`src/rtl/sio_cfg_pkg.sv`:
```
package sio_cfg_pkg;

    typedef enum logic [2:0] {
        KEY_IDLE,
        KEY_B1,
        KEY_B2,
        KEY_B3,
        CFG_OPEN
    } key_state_t;

    localparam logic [7:0] KEY_BYTE0 = 8'h87;
    localparam logic [7:0] KEY_BYTE1 = 8'h01;
    localparam logic [7:0] KEY_BYTE2 = 8'h55;
    localparam logic [7:0] KEY_BYTE3 = 8'h55;

    localparam logic [7:0] IDX_LDN   = 8'h07;
    localparam logic [7:0] IDX_EXIT  = 8'h02;
    localparam logic [7:0] EXIT_CODE = 8'h02;
    localparam logic [7:0] IDX_EVT   = 8'hF1;
    localparam logic [7:0] IDX_CS    = 8'hEF;
    localparam logic [7:0] LDN_EVT   = 8'h04;
    localparam logic [7:0] LDN_CS    = 8'h07;
    localparam logic [7:0] RD_EMPTY  = 8'hFF;

endpackage

```
`src/rtl/sio_key_fsm.sv`:
```
module sio_key_fsm
    import sio_cfg_pkg::*;
(
    input  logic       clk,
    input  logic       rst_n,
    input  logic       idx_wr,
    input  logic [7:0] wdata,
    input  logic       exit_req,
    output logic       unlocked
);

    key_state_t state_q, state_d;
    logic [7:0] exp_byte;

    // Byte the matcher expects next in each locked state
    always_comb begin
        exp_byte = KEY_BYTE0;
        unique case (state_q)
            KEY_IDLE: exp_byte = KEY_BYTE0;
            KEY_B1:   exp_byte = KEY_BYTE1;
            KEY_B2:   exp_byte = KEY_BYTE2;
            KEY_B3:   exp_byte = KEY_BYTE3;
            CFG_OPEN: exp_byte = KEY_BYTE0;
            default:  exp_byte = KEY_BYTE0;
        endcase
    end

    // Next-state logic: advance, mismatch, open, exit
    always_comb begin
        state_d = state_q;
        unique case (state_q)
            KEY_IDLE: if (idx_wr) state_d = (wdata == exp_byte) ? KEY_B1   : KEY_IDLE;
            KEY_B1:   if (idx_wr) state_d = (wdata == exp_byte) ? KEY_B2   : KEY_IDLE;
            KEY_B2:   if (idx_wr) state_d = (wdata == exp_byte) ? KEY_B3   : KEY_IDLE;
            KEY_B3:   if (idx_wr) state_d = (wdata == exp_byte) ? CFG_OPEN : KEY_IDLE;
            CFG_OPEN: if (exit_req) state_d = KEY_IDLE;
            default:  state_d = KEY_IDLE;
        endcase
    end

    always_ff @(posedge clk) begin
        if (!rst_n) state_q <= KEY_IDLE;
        else        state_q <= state_d;
    end

    always_comb begin
        unlocked = (state_q == CFG_OPEN);
    end

    AST_KEY_MISMATCH_IDLE: assert property (@(posedge clk) disable iff (!rst_n)
        (state_q != CFG_OPEN && idx_wr && wdata != exp_byte) |=> (state_q == KEY_IDLE));
    AST_KEY_OPENS: assert property (@(posedge clk) disable iff (!rst_n)
        (state_q == KEY_B3 && idx_wr && wdata == 8'h55) |=> unlocked);
    AST_EXIT_RELOCKS: assert property (@(posedge clk) disable iff (!rst_n)
        (unlocked && exit_req) |=> !unlocked);
    AST_NO_DATA_ADVANCE: assert property (@(posedge clk) disable iff (!rst_n)
        (!unlocked && !idx_wr) |=> $stable(state_q));

endmodule

```
`src/rtl/sio_evt_reg.sv`:
```
module sio_evt_reg #(
    parameter int NUM_EVT = 5
) (
    input  logic               clk,
    input  logic               rst_n,
    input  logic [NUM_EVT-1:0] pulse,
    input  logic               clr_wr,
    input  logic [NUM_EVT-1:0] clr_mask,
    output logic [NUM_EVT-1:0] status
);

    logic [NUM_EVT-1:0] evt_q;

    for (genvar i = 0; i < NUM_EVT; i++) begin : g_bit
        always_ff @(posedge clk) begin
            if (!rst_n)
                evt_q[i] <= 1'b0;
            else
                evt_q[i] <= pulse[i] | (evt_q[i] & ~(clr_wr & clr_mask[i]));
        end
    end

    assign status = evt_q;

    logic [NUM_EVT-1:0] keep_chk;
    assign keep_chk = clr_wr ? (status & ~clr_mask) : status;

    AST_EVT_SET: assert property (@(posedge clk) disable iff (!rst_n)
        (|pulse) |=> ((status & $past(pulse)) == $past(pulse)));
    AST_EVT_STICKY: assert property (@(posedge clk) disable iff (!rst_n)
        (|keep_chk) |=> ((status & $past(keep_chk)) == $past(keep_chk)));

endmodule

```
`src/rtl/sio_reg_bank.sv`:
```
module sio_reg_bank
    import sio_cfg_pkg::*;
#(
    parameter int                IO_AW      = 16,
    parameter int                NUM_EVT    = 5,
    parameter logic [IO_AW-1:0]  INDEX_ADDR = 16'h002E,
    parameter logic [IO_AW-1:0]  DATA_ADDR  = 16'h002F
) (
    input  logic               clk,
    input  logic               rst_n,
    input  logic               unlocked,
    input  logic [IO_AW-1:0]   addr,
    input  logic [7:0]         wdata,
    input  logic               wr,
    input  logic               rd,
    input  logic [NUM_EVT-1:0] evt_status,
    output logic               idx_wr,
    output logic               exit_req,
    output logic               evt_clr_wr,
    output logic [7:0]         rdata,
    output logic               cs_bit
);

    localparam int PAD = 8 - NUM_EVT;

    logic [7:0] index_q;
    logic [7:0] ldn_q;
    logic [7:0] cs_q;
    logic       data_wr;

    always_comb begin
        idx_wr     = wr && (addr == INDEX_ADDR);
        data_wr    = wr && (addr == DATA_ADDR) && unlocked;
        exit_req   = data_wr && (index_q == IDX_EXIT) && (wdata == EXIT_CODE);
        evt_clr_wr = data_wr && (index_q == IDX_EVT) && (ldn_q == LDN_EVT);
    end

    always_ff @(posedge clk) begin
        if (!rst_n)                   index_q <= 8'h00;
        else if (exit_req)            index_q <= 8'h00;
        else if (idx_wr && unlocked)  index_q <= wdata;
    end

    always_ff @(posedge clk) begin
        if (!rst_n)                              ldn_q <= 8'h00;
        else if (data_wr && index_q == IDX_LDN)  ldn_q <= wdata;
    end

    always_ff @(posedge clk) begin
        if (!rst_n)
            cs_q <= 8'h00;
        else if (data_wr && index_q == IDX_CS && ldn_q == LDN_CS)
            cs_q <= wdata;
    end

    assign cs_bit = cs_q[0];

    always_comb begin
        rdata = RD_EMPTY;
        if (rd && unlocked) begin
            if (addr == INDEX_ADDR) begin
                rdata = index_q;
            end else if (addr == DATA_ADDR) begin
                if (index_q == IDX_LDN)
                    rdata = ldn_q;
                else if (index_q == IDX_EVT && ldn_q == LDN_EVT)
                    rdata = {{PAD{1'b0}}, evt_status};
                else if (index_q == IDX_CS && ldn_q == LDN_CS)
                    rdata = cs_q;
            end
        end
    end

    AST_LOCKED_READ_EMPTY: assert property (@(posedge clk) disable iff (!rst_n)
        (!unlocked) |-> (rdata == RD_EMPTY));
    AST_LOCKED_CS_HOLD: assert property (@(posedge clk) disable iff (!rst_n)
        (!unlocked) |=> $stable(cs_q));
    AST_LOCKED_LDN_HOLD: assert property (@(posedge clk) disable iff (!rst_n)
        (!unlocked) |=> $stable(ldn_q));
    AST_NO_READ_EMPTY: assert property (@(posedge clk) disable iff (!rst_n)
        (!rd) |-> (rdata == RD_EMPTY));

endmodule

```
`src/rtl/sio_cfg_ctrl.sv`:
```
module sio_cfg_ctrl
    import sio_cfg_pkg::*;
#(
    parameter int               IO_AW      = 16,
    parameter int               NUM_EVT    = 5,
    parameter logic [IO_AW-1:0] INDEX_ADDR = 16'h002E,
    parameter logic [IO_AW-1:0] DATA_ADDR  = 16'h002F
) (
    input  logic               clk,
    input  logic               rst_n,
    input  logic [IO_AW-1:0]   io_addr,
    input  logic [7:0]         io_wdata,
    input  logic               io_wr,
    input  logic               io_rd,
    output logic [7:0]         io_rdata,
    input  logic [NUM_EVT-1:0] evt_pulse,
    output logic               flash_sel_backup
);

    logic               unlocked;
    logic               idx_wr;
    logic               exit_req;
    logic               evt_clr_wr;
    logic [NUM_EVT-1:0] evt_status;
    logic               cs_bit;

    sio_key_fsm u_key (
        .clk      (clk),
        .rst_n    (rst_n),
        .idx_wr   (idx_wr),
        .wdata    (io_wdata),
        .exit_req (exit_req),
        .unlocked (unlocked)
    );

    sio_reg_bank #(
        .IO_AW      (IO_AW),
        .NUM_EVT    (NUM_EVT),
        .INDEX_ADDR (INDEX_ADDR),
        .DATA_ADDR  (DATA_ADDR)
    ) u_bank (
        .clk        (clk),
        .rst_n      (rst_n),
        .unlocked   (unlocked),
        .addr       (io_addr),
        .wdata      (io_wdata),
        .wr         (io_wr),
        .rd         (io_rd),
        .evt_status (evt_status),
        .idx_wr     (idx_wr),
        .exit_req   (exit_req),
        .evt_clr_wr (evt_clr_wr),
        .rdata      (io_rdata),
        .cs_bit     (cs_bit)
    );

    sio_evt_reg #(
        .NUM_EVT (NUM_EVT)
    ) u_evt (
        .clk      (clk),
        .rst_n    (rst_n),
        .pulse    (evt_pulse),
        .clr_wr   (evt_clr_wr),
        .clr_mask (io_wdata[NUM_EVT-1:0]),
        .status   (evt_status)
    );

    assign flash_sel_backup = cs_bit;

    AST_FLASH_WRITE_ONLY: assert property (@(posedge clk) disable iff (!rst_n)
        (!io_wr) |=> $stable(flash_sel_backup));

endmodule

```
`config.mk`:
```
export PLATFORM = sky130hd
export DESIGN_NAME = sio_cfg_ctrl
export DESIGN_NICKNAME = d
export VERILOG_FILES = /design/src/rtl/sio_cfg_pkg.sv /design/src/rtl/sio_key_fsm.sv /design/src/rtl/sio_evt_reg.sv /design/src/rtl/sio_reg_bank.sv /design/src/rtl/sio_cfg_ctrl.sv
export SDC_FILE = /design/constraint.sdc
export NUM_CORES = 1
export LEC_CHECK = 0
export ABC_CLOCK_PERIOD_IN_PS = 4720
export BUFFER_PORTS_ARGS = -buffer_cell sky130_fd_sc_hd__buf_4
export CAP_MARGIN = 20
export CORE_ASPECT_RATIO = 1.4
export CORE_MARGIN = 8
export CORE_UTILIZATION = 35
export DETAILED_ROUTE_END_ITERATION = 10
export MAX_ROUTING_LAYER = met4
export SYNTH_ARGS = -nofsm -noshare
export SYNTH_HDL_FRONTEND = slang
export SYNTH_SLANG_ARGS = --single-unit
```
`constraint.sdc`:
```
create_clock -name clk -period 4.72 [get_ports clk]
set_input_delay 0.944 -clock clk [delete_from_list [all_inputs] [get_ports clk]]
set_output_delay 0.944 -clock clk [all_outputs]
set_load 0.05 [all_outputs]
```
-- After elaboration in Yosys (flattened, before gate mapping)
Cells that the tools add are included.
- bitwise operators: 21
- muxes and demuxes: 17
- equal/unequal tests: 19
- reduce and logical (&&, ||, !) cells: 18
- operators with widths (kind ; number):
    8-bit 2-to-1 mux ; 6
    16-bit by 6-bit equality test with 1-bit output (second input constant) ; 2
    8-bit by 3-bit equality test with 1-bit output (second input constant) ; 3
    3-bit 2-to-1 mux ; 6
    8-bit by 2-bit equality test with 1-bit output (second input constant) ; 2
    8-bit equality test (second input constant) ; 2
    8-bit case mux with 2 select lines ; 1
    3-bit case mux with 5 select lines ; 1
    1-bit logical AND ; 14
    1-bit bitwise AND ; 10
    8-bit equality test ; 1
    2-bit by 1-bit != test with 1-bit output (second input constant) ; 4
    3-bit by 2-bit equality test with 1-bit output (second input constant) ; 2
    1-bit inverter ; 6
    1-bit OR ; 5
    5-bit AND reduction ; 1
    2-bit 2-to-1 mux ; 2
    2-bit OR reduction ; 2
    3-bit by 1-bit equality test with 1-bit output (second input constant) ; 1
    3-bit equality test (second input constant) ; 1
    3-bit zero test ; 1
    2-bit != test (second input constant) ; 1
    1-bit 2-to-1 mux ; 1
- register bits: 32
- output and inout bits: 9

-- Depth between registers and ports, before layout
Gate-level depths: netlist of run 1.
- depth in word-level cells: 9
- gate-level depth with buffers: 7
- depth with buffers taken out: 5

-- Modules after synthesis
From an unflattened synthesis of run 1, not the netlist that was laid out.
- cell total of the unflattened synthesis: 230
- area, all modules: 1831.8 µm²
- by module, submodules not included (module ; area an instance (µm²) ; cells an instance ; times used):
    sio_reg_bank ; 1397.6 ; 174 ; 1
    sio_key_fsm ; 259.0 ; 36 ; 1
    sio_evt_reg ; 175.2 ; 20 ; 1

-- Worst setup path after synthesis of run 1
No wires, ideal clock.
- path type: input to output
- start point: input port io_addr[10]
- end point: output port io_rdata[5]
- arrival: 2.915 ns
- buffers on the path: 1
- stages: 5
- data required time: 3.776 ns
- setup slack: 0.861 ns
- cells stage by stage: or4b_2 > nor4_1 > and3_1 > clkbuf_1 > o21ai_0
- longest elaborated chain between the ends: 4
- ends and longest elaborated chain (item ; RTL line ; text):
    start: declaration ; sio_cfg_ctrl.sv:11 ; input logic [IO_AW-1:0] io_addr,
    16-bit by 6-bit equality test with 1-bit output ; sio_reg_bank.sv:63 ; end else if (addr == DATA_ADDR) begin
    8-bit 2-to-1 mux ; sio_reg_bank.sv:63 ;
    8-bit 2-to-1 mux * ; sio_reg_bank.sv:61 ; if (addr == INDEX_ADDR) begin
    8-bit 2-to-1 mux * ; sio_reg_bank.sv:60 ; if (rd && unlocked) begin
    end: declaration ; sio_cfg_ctrl.sv:15 ; output logic [7:0] io_rdata,
Every way passes the cells marked *; elsewhere a longest branch is shown, timed or not.

-- Worst setup path after layout of run 1
- start point: input port io_addr[10]
- end point: output port io_rdata[1]
Same word-level chain as after synthesis.

==> results.md, run 1 <==
- Die height: 101.2 um
- Clock Skews: 0.004571 ns
- Layout cells sized above 1: 22.22%
- Power Density: 241.1 nW/um^2
- Row count: 31
- Number of antenna violations at the first check in global routing: 0
- Cells after DPL: 301
- CP dominant cell by count: buf_4
- Die area: 7780 um^2
- Crit path kind: input port to output port
- Number of flops mapped to enable cells by yosys: 0
- Crit path max-delay family: simple AND/OR/NAND/NOR gates
- Routed WL per cell: 17.02 um
- Initial Utilization: 35.73%
- 1st-iter DRT viols: 114
- Overflow after GRT: 0
- Worst slack, placed: 0.7366 ns
- Met1 wire length: about 2.3 mm
- CTS Buf Count: 5
- Seq cells post-synth: 32
- Vias per cell: 5.466
- Net Count, Synth: 237
- Crit-path slowest cell: or4b_2
- Htree depth: 2
- Rel. slew slack: 49.72%
- Max Fclk: 251.4 MHz
- Antenna diodes: 0
- Tot GR Track Use: 14.21%
- First-pass GRT wire length: 8.438 mm
- IO Pins: between 40 and 50
- Routed length on met3: about 260 um
- Dpl hpwl: slightly below 4 mm
- Crit path time final: 3.978 ns
- Max clock buf depth: 2
- CTS tree: yes
- Fin util: 44.27%
- CP Capture Type: output port
- Top_reg_cell synth: dfxtp_1
- CP required: 3.78 ns
- ANT nets after route: 0
- # Post-CTS Setup Buffers: 0
- Chip width: ~77 um
- Gpl congestion: 0.8671
- Resize count post-CTS: 0
- Area growth syn-to-layout: 23.91%
- Clock Latency Late Sink: 0.28 ns
- Buf/Inv on CP: 2
- Worst min path class: flop to flop
- Met2 routed WL: 2.588 mm
- Drc violations: 0
- Ys Warns: 0
- Worst Path Max Fanout: 8
- Synth cell types: 41
- Setup TNS: 0 ns
- Root Buffer: clkbuf_8
- Post-Syn Area: approximately 1800 um^2
- I/O Buffers: 41
- Highest routed layer: met4
- Largest net degree at the start of global routing: 27
- Vias in the first global route: 1686
- Total core area: 5081 um^2
- Drt total wl: ~5.3 mm
- Sequential fraction of the synthesis area: approximately a third
- Run status: finished clean
- Vias: 1689
- Slew Limit Fails: 0
- Final Cycle Share: 84.28%
- # nets final: 275
- RSZ-0062 raised after global routing: no
- Pre-antenna DRT Iters: 4
- CP arrival: 3.03 ns
- CTS Sinks: 32
- Final Hold Violating Endpoints: 0
- Slowest stage delay, CP: 0.66 ns
- Hold WS: 0.5229 ns
- CTS clk-pin slew, worst paths: 0.06 ns
- VDD IR max: between 0.15 and 0.2 mV
- FFs w/ async S/R, synth: 0%
- Finished Layout Cells: 309
- Cts hold-fix bufs: 0
- Setup ws final: 0.7420 ns
- CP Launch Type: input port
- Max Cap Viol: 0
- Critical path cell sequence: buf_4 > or4b_2 > nor4_1 > and3_1 > o221ai_1 > buf_4
- Mean Syn Cell Area: 8.899 um^2
- Mapped Cells: just over 200
- Worst-Margin Slew: 0.7486 ns
- Static Leak: 0.0009134 uW
- Setup Viol. Count Final: 0
[tightest hold or removal path, cell delays in order (launching register included)]
cell     delay (ns)
dfxtp_1        0.33
mux2i_1        0.06
nor2b_1        0.10
[area by class of cell]
type                            instances  area [um^2]
Fill cell                             512         2831
Multi-Input combinational cell        151         1087
Sequential cell                        32        640.6
Timing Repair Buffer                   41        307.8
Clock buffer                            8        90.09
Tap cell                               66        82.58
Inverter                               11        41.29
[worst paths after layout]
check | start | end | slack (ns) | cells past startpoint
worst max-delay path | io_addr[10] | io_rdata[1] | 0.74 | 6
worst min-delay path | u_bank.cs_q[4] | u_bank.cs_q[4] | 0.52 | 2
worst max register to register | u_bank.index_q[7] | u_evt.status[2] | 2.27 | 5
worst min register to register | u_bank.cs_q[4] | u_bank.cs_q[4] | 0.52 | 2
[routing by layer]
metal / global-route usage, % / vias to the layer above
li1: - / 843
met1: 15.49 / 786
met2: 24.13 / 52
met3: 3.375 / 8
met4: 6.241 / 0
met5: - / -
[synth_stat cells (6+ instances only)]
library cell   n  area (um^2)
clkbuf_1       8        30.03
o21ai_0       10        50.05
dfxtp_1       32        640.6
mux2i_1       26        260.3
nand4_1        6        37.54
o221ai_1      10        87.58
nor2_1        18        67.56
nor2b_1       17        106.4
inv_1         11        41.29
[cells in the final DEF (no fill, tap or decap), drive strengths merged, types with 3 or more instances in the layout]
master	instances
buf	41
nor3b	4
nor2	18
o21ai	11
nand3	5
or4	5
o311a	3
nor3	4
inv	11
nor2b	17
nand2b	3
a31oi	5
nand4	6
clkbuf	8
mux2i	26
dfxtp	32
o221ai	10
nand2	5
nor4	7
[cells by family after synthesis]
kind of cell           synth area share (%)
AND/OR/NAND/NOR                       31.98
AO/OA/AOI/OAI                         13.09
flip-flops                            35.29
multiplexers                          14.33
buffers and inverters                 4.824
XOR/XNOR                             0.4825
[sequential cells by signal, indices dropped and copies added, names as in the netlist]
register,count
u_bank.ldn_q,8
u_key.state_q,3
u_bank.index_q,8
u_evt.status,5
u_bank.cs_q,8
[stage by stage]
step / power (uW) / instance area (um^2)
5_1_grt: 563.8 / 2250
3_5_place_dp: 332.4 / 2160
6_report: 542.4 / 2250
3_3_place_gp: 332.1 / 2160
2_1_floorplan: 298.7 / 1815
4_1_cts: 547.0 / 2250
[power by group]
part	switching [uW]	internal, uW
logic	24.6	26.8
registers	1.67	273
clock network	97.5	119
total	124	419
No activity file was read; power rests on OpenSTA's default activity.
==> run 2: changes to the inputs <==
ABC_CLOCK_PERIOD_IN_PS = 3300   (was 4720)
clock period = 3.3 ns   (was 4.72 ns; I/O delays follow)
==> results.md, run 2 (synthesis gave the netlist of run 1 again) <==
- Run status: finished clean
- Initial Utilization: 35.73% (unchanged)
- CTS tree: yes
- Worst min path class: flop to flop
- Crit path kind: input port to output port
- CTS Buf Count: 5 (unchanged)
- Setup TNS: 0 ns (unchanged)
- Most frequent cells in the layout: buf_4 (46), dfxtp_1 (32), mux2i_1 (26)
- Vias: 1703 (+0.83%)
- Area growth syn-to-layout: 25.71%
- CTS clk-pin slew, worst paths: 0.06 ns (about the same)
- IO Pins: 42 (unchanged)
- # nets final: 280 (+1.8%)
- Clock Skews: 0.004938 ns (+0.0003675 ns)
- Drt total wl: 5.296 mm (+0.72%)
- Total core area: 5081 um^2 (unchanged)
- 1st-iter DRT viols: 88 (-23%)
- Dpl hpwl: 3.948 mm (+0.11%)
- Row count: 31 (unchanged)
- ANT nets after route: 0 (unchanged)
- Rel. slew slack: 56.73% (+7.0 points)
- Clock Latency Late Sink: 0.28 ns (about the same)
- Tot GR Track Use: 14.40% (+0.19 points)
- First-pass GRT wire length: 8.687 mm (+3.0%)
- Fin util: 44.92% (+0.64 points)
- Final instance area: 2282 um^2 (+1.4%)
- Crit path launch: io_addr[10]
- R2R Setup Slk: 0.94 ns (-1.33 ns)
- RSZ-0062 raised after global routing: no
- Power Density: 329.6 nW/um^2 (+37%)
- Cts hold-fix bufs: 0 (unchanged)
- Die height: 101.2 um (unchanged)
- Slew Limit Fails: 0 (unchanged)
- Root Buffer: clkbuf_8
- CP arrival: 2.55 ns (-0.48 ns)
- Max clock buf depth: 2 (unchanged)
- I/O Buffers: 41 (unchanged)
- Chip width: 76.87 um (unchanged)
- Die area: 7780 um^2 (unchanged)
- Reg2reg start: u_bank.index_q[7]
- Final Cycle Share: 97.36%
- Worst Path Max Fanout: 8 (unchanged)
- Crit path time final: 3.213 ns
- Routed WL per cell: 16.92 um (-0.56%)
- Final Hold Violating Endpoints: 0 (unchanged)
- CP required: 2.64 ns (-1.14 ns)
- Worst-Margin Slew: 0.6457 ns (-0.1029 ns)
- Setup Viol. Count Final: 0 (unchanged)
- Reg2Reg Depth: 7 (+2)
- Area post-placement: 2197 um^2 (+1.7%)
- R2r endpoint: u_bank.cs_q[0]
- Antenna diodes: 0 (unchanged)
- Number of antenna violations at the first check in global routing: 0 (unchanged)
- WHS Path Cells: 2 (unchanged)
- Pre-antenna DRT Iters: 5 (+1)
- Gpl congestion: 0.8592 (-0.91%)
- Static Leak: 0.0009338 uW (+2.2%)
- Vias per cell: 5.441 (-0.46%)
- CP Launch Type: input port
- Max Cap Viol: 0 (unchanged)
- Commonest non-fill, non-tap cell in the layout: buf_4
- Layout cells sized above 1: 24.70% (+2.5 points)
- Largest net degree at the start of global routing: 27 (unchanged)
- Drc violations: 0 (unchanged)
- Largest regs: u_bank.cs_q: 8 flops, u_bank.index_q: 8 flops, u_bank.ldn_q: 8 flops
- CTS Sinks: 32 (unchanged)
- Htree depth: 2 (unchanged)
- Overflow after GRT: 0 (unchanged)
- Max Fclk: 311.2 MHz
- CP Capture Type: output port
- Power Total: 752.1 uW (+39%)
- VDD IR max: 0.3090 mV (+86%)
- Vias in the first global route: 1746 (+3.6%)
- Critical Path End: io_rdata[1]
## run 2: how the worst min path moves through the flow
stage                     slack, ns           endpoint         startpoint
final                          0.52  u_bank.index_q[4]  u_bank.index_q[4]
after global routing           0.56  u_bank.index_q[4]  u_bank.index_q[4]
after CTS                      0.53     u_bank.cs_q[3]     u_bank.cs_q[3]
after detailed placement       0.51     u_bank.cs_q[3]     u_bank.cs_q[3]
after global placement         0.50     u_bank.cs_q[3]     u_bank.cs_q[3]
after floorplan                0.48  u_bank.index_q[4]  u_bank.index_q[4]
## run 2: per-layer routing
metal / wire length (um) / track usage [%] / part of all wire (%)
met1: 2347 / 16.43 / 44
met2: 2575 / 23.80 / 49
met3: 297 / 3.375 / 5.6
met4: 75 / 5.795 / 1.4
met5: 0 / - / 0
## run 2: what timing repair did
action,4_1_cts,5_1_grt
hold endpoints to repair,0,0
setup buffers,0,0
endpoints found under the setup margin,7,1
gates resized for setup,1,1
## run 2: stage by stage
stage | hold slack (ns) | worst slack (ns) | cells
after CTS | 0.5264 | 0.05880 | 313
after detailed placement | 0.5090 | -0.03056 | 306
after global routing | 0.5592 | 0.0001961 | 313
after floorplan | 0.4772 | 0.008676 | 204
final | 0.5189 | 0.08705 | 313
after global placement | 0.5012 | 0.03772 | 306
## run 2: layout make-up
| cell class | instances | area [um^2] |
|---|---|---|
| fillers | 532 | 2799 |
| multi-input cells | 151 | 1095 |
| flip-flops and latches | 32 | 640.6 |
| repair buffers | 46 | 345.3 |
| well taps | 66 | 82.58 |
| clock buffers | 6 | 72.57 |
| inverters | 11 | 41.29 |
| clock inverters | 1 | 5.005 |
## run 2: worst max-delay path, stage by stage
cell and delay (ns):
buf_4 0.11, or4b_2 0.66, nor4_1 0.39, and3_2 0.36, o221ai_1 0.15, buf_4 0.21
## run 2: power breakdown
group / internal [uW] / leakage (uW) / switching, uW
clock: 143 / 0.0000410 / 142
sequential: 391 / 0.000259 / 2.25
combinational: 39.1 / 0.000633 / 35.0
==> run 3: changes to the inputs <==
PLACE_DENSITY = 0.62   (was unset)
==> results.md, run 3 (synthesis gave the netlist of run 1 again) <==
- Commonest non-fill, non-tap cell in the layout: buf_4
- Hold WS: 0.5245 ns (+0.005618 ns)
- Number of antenna violations at the first check in global routing: 0 (unchanged)
- Worst-Margin Slew: 0.6324 ns (-0.01325 ns)
- Most frequent cells in the layout: buf_4 (46), dfxtp_1 (32), mux2i_1 (26)
- Drc violations: 0 (unchanged)
- Root Buffer: clkbuf_8
- Register area: 640.6 um^2 (unchanged)
- End of the worst hold path: u_bank.index_q[4]
- Clock Latency Late Sink: 0.28 ns (about the same)
- Total core area: 5081 um^2 (unchanged)
- Vias per cell: 5.312 (-2.4%)
- Crit path time final: 3.133 ns (-0.07952 ns)
- Setup TNS: 0 ns (unchanged)
- CTS tree: yes
- Gpl congestion: 0.8091 (-5.8%)
- Chip width: 76.87 um (unchanged)
- Worst Path Max Fanout: 8 (unchanged)
- Max clock buf depth: 2 (unchanged)
- Initial Utilization: 35.73% (unchanged)
- Cts hold-fix bufs: 0 (unchanged)
- Crit path kind: input port to output port
- First-pass GRT wire length: 8.473 mm (-2.5%)
- Final Hold Violating Endpoints: 0 (unchanged)
- I/O Buffers: 41 (unchanged)
- RSZ-0062 raised after global routing: no
- Dpl hpwl: 3.877 mm (-1.8%)
- Finished Layout Cells: 314 (+0.32%)
- VDD IR max: 0.2220 mV (-28%)
- Slew Limit Fails: 0 (unchanged)
- Setup Viol. Count Final: 0 (unchanged)
- Die area: 7780 um^2 (unchanged)
- CP arrival: 2.47 ns (-0.08 ns)
- Max Cap Viol: 0 (unchanged)
- # nets final: 280 (unchanged)
- WHS Path Cells: 2 (unchanged)
- R2R Setup Slk: 0.99 ns (+0.05 ns)
- Cells after DPL: 306 (unchanged)
- Reg2reg start: u_bank.index_q[5]
- Routed WL per cell: 16.79 um (-0.77%)
- Reg2Reg Depth: 5 (-2)
- CP required: 2.64 ns (about the same)
- R2r endpoint: u_bank.ldn_q[3]
- Die height: 101.2 um (unchanged)
- Power Density: 341.7 nW/um^2 (+3.7%)
- Worst min path class: flop to flop
- CP Launch Type: input port
- Overflow after GRT: 0 (unchanged)
- Largest regs: u_bank.cs_q: 8 flops, u_bank.index_q: 8 flops, u_bank.ldn_q: 8 flops
- CTS clk-pin slew, worst paths: 0.07 ns (about the same)
- CTS Buf Count: 5 (unchanged)
- Pre-antenna DRT Iters: 4 (-1)
- CTS Sinks: 32 (unchanged)
- Layout cells sized above 1: 25.40% (+0.71 points)
- IO Pins: 42 (unchanged)
- Final Cycle Share: 94.95% (-2.4 points)
- Rel. slew slack: 57.62% (+0.89 points)
- Vias in the first global route: 1686 (-3.4%)
- Antenna diodes: 0 (unchanged)
- Static Leak: 0.0009388 uW (+0.54%)
- Max Fclk: 319.1 MHz (+2.5%)
- Worst slack, placed: 0.003939 ns (+0.03450 ns)
- Largest net degree at the start of global routing: 27 (unchanged)
- ANT nets after route: 0 (unchanged)
- Tot GR Track Use: 14.05% (-0.35 points)
- Setup ws final: 0.1666 ns (+0.07952 ns)
- Clock Skews: 0.004434 ns (-0.0005045 ns)
- 1st-iter DRT viols: 77 (-13%)
- # Post-CTS Setup Buffers: 0 (unchanged)
- Drt total wl: 5.272 mm (-0.45%)
- Htree depth: 2 (unchanged)
- Worst hold start: u_bank.index_q[4]
- Row count: 31 (unchanged)
- Power Total: 786.7 uW (+4.6%)
- Fillers: 521 (-2.1%)
- CP Capture Type: output port
- Area of the multi-input gates: 1099 um^2 (+0.34%)
- Run status: finished clean
- Area growth syn-to-layout: 26.81%
- Vias: 1668 (-2.1%)
## run 3: area by class of cell
cell class	count	area share, %
multi-input combinational	151	47.72
sequential	32	27.83
tap	66	3.587
clock inverter	1	0.3261
timing repair buffer	46	15.00
clock buffer	7	3.750
inverter	11	1.793
## run 3: how the worst max path moves through the flow
stage	start	slack [ns]	depth (start not counted)	end
detailed placement	io_addr[10]	0.004	6	io_rdata[1]
CTS	u_bank.ldn_q[4]	0.07	6	io_rdata[4]
finish	io_addr[10]	0.17	6	io_rdata[1]
floorplan	io_addr[10]	0.009	5	io_rdata[5]
global route	io_addr[10]	0.06	6	io_rdata[1]
global placement	io_addr[10]	0.05	6	io_rdata[4]
## run 3: power by group
group,internal [uW],total (uW),switching [uW],leakage (uW)
Clock,169,319,150,0.0000445
Sequential,390,393,2.17,0.000259
Combinational,39.1,74.9,35.7,0.000635
Total,599,787,188,0.000939
## run 3: worst max-delay path: stages
cell	delay, ns
buf_4	0.11
or4b_2	0.67
nor4_2	0.31
and3_2	0.34
o221ai_1	0.16
buf_4	0.22
## run 3: timing repair
| action | in CTS | in global routing |
|---|---|---|
| setup endpoints to repair | 1 | 3 |
| pin swaps | 0 | 0 |
| resized for setup | 1 | 2 |
## run 3: stage by stage
step / cell area, um^2 / util, %
floorplan: 1815 / -
global placement: 2197 / 43.24
detailed placement: 2197 / 43.24
CTS: 2292 / 45.11
global route: 2302 / 45.31
finish: 2302 / 45.31
## run 3: metal layers
metal,up-vias,part of all wire (%),track usage (%)
li1,846,-,-
met1,759,44,16.11
met2,57,49,23.02
met3,6,5.5,3.730
met4,0,1.7,5.201
met5,-,0,-
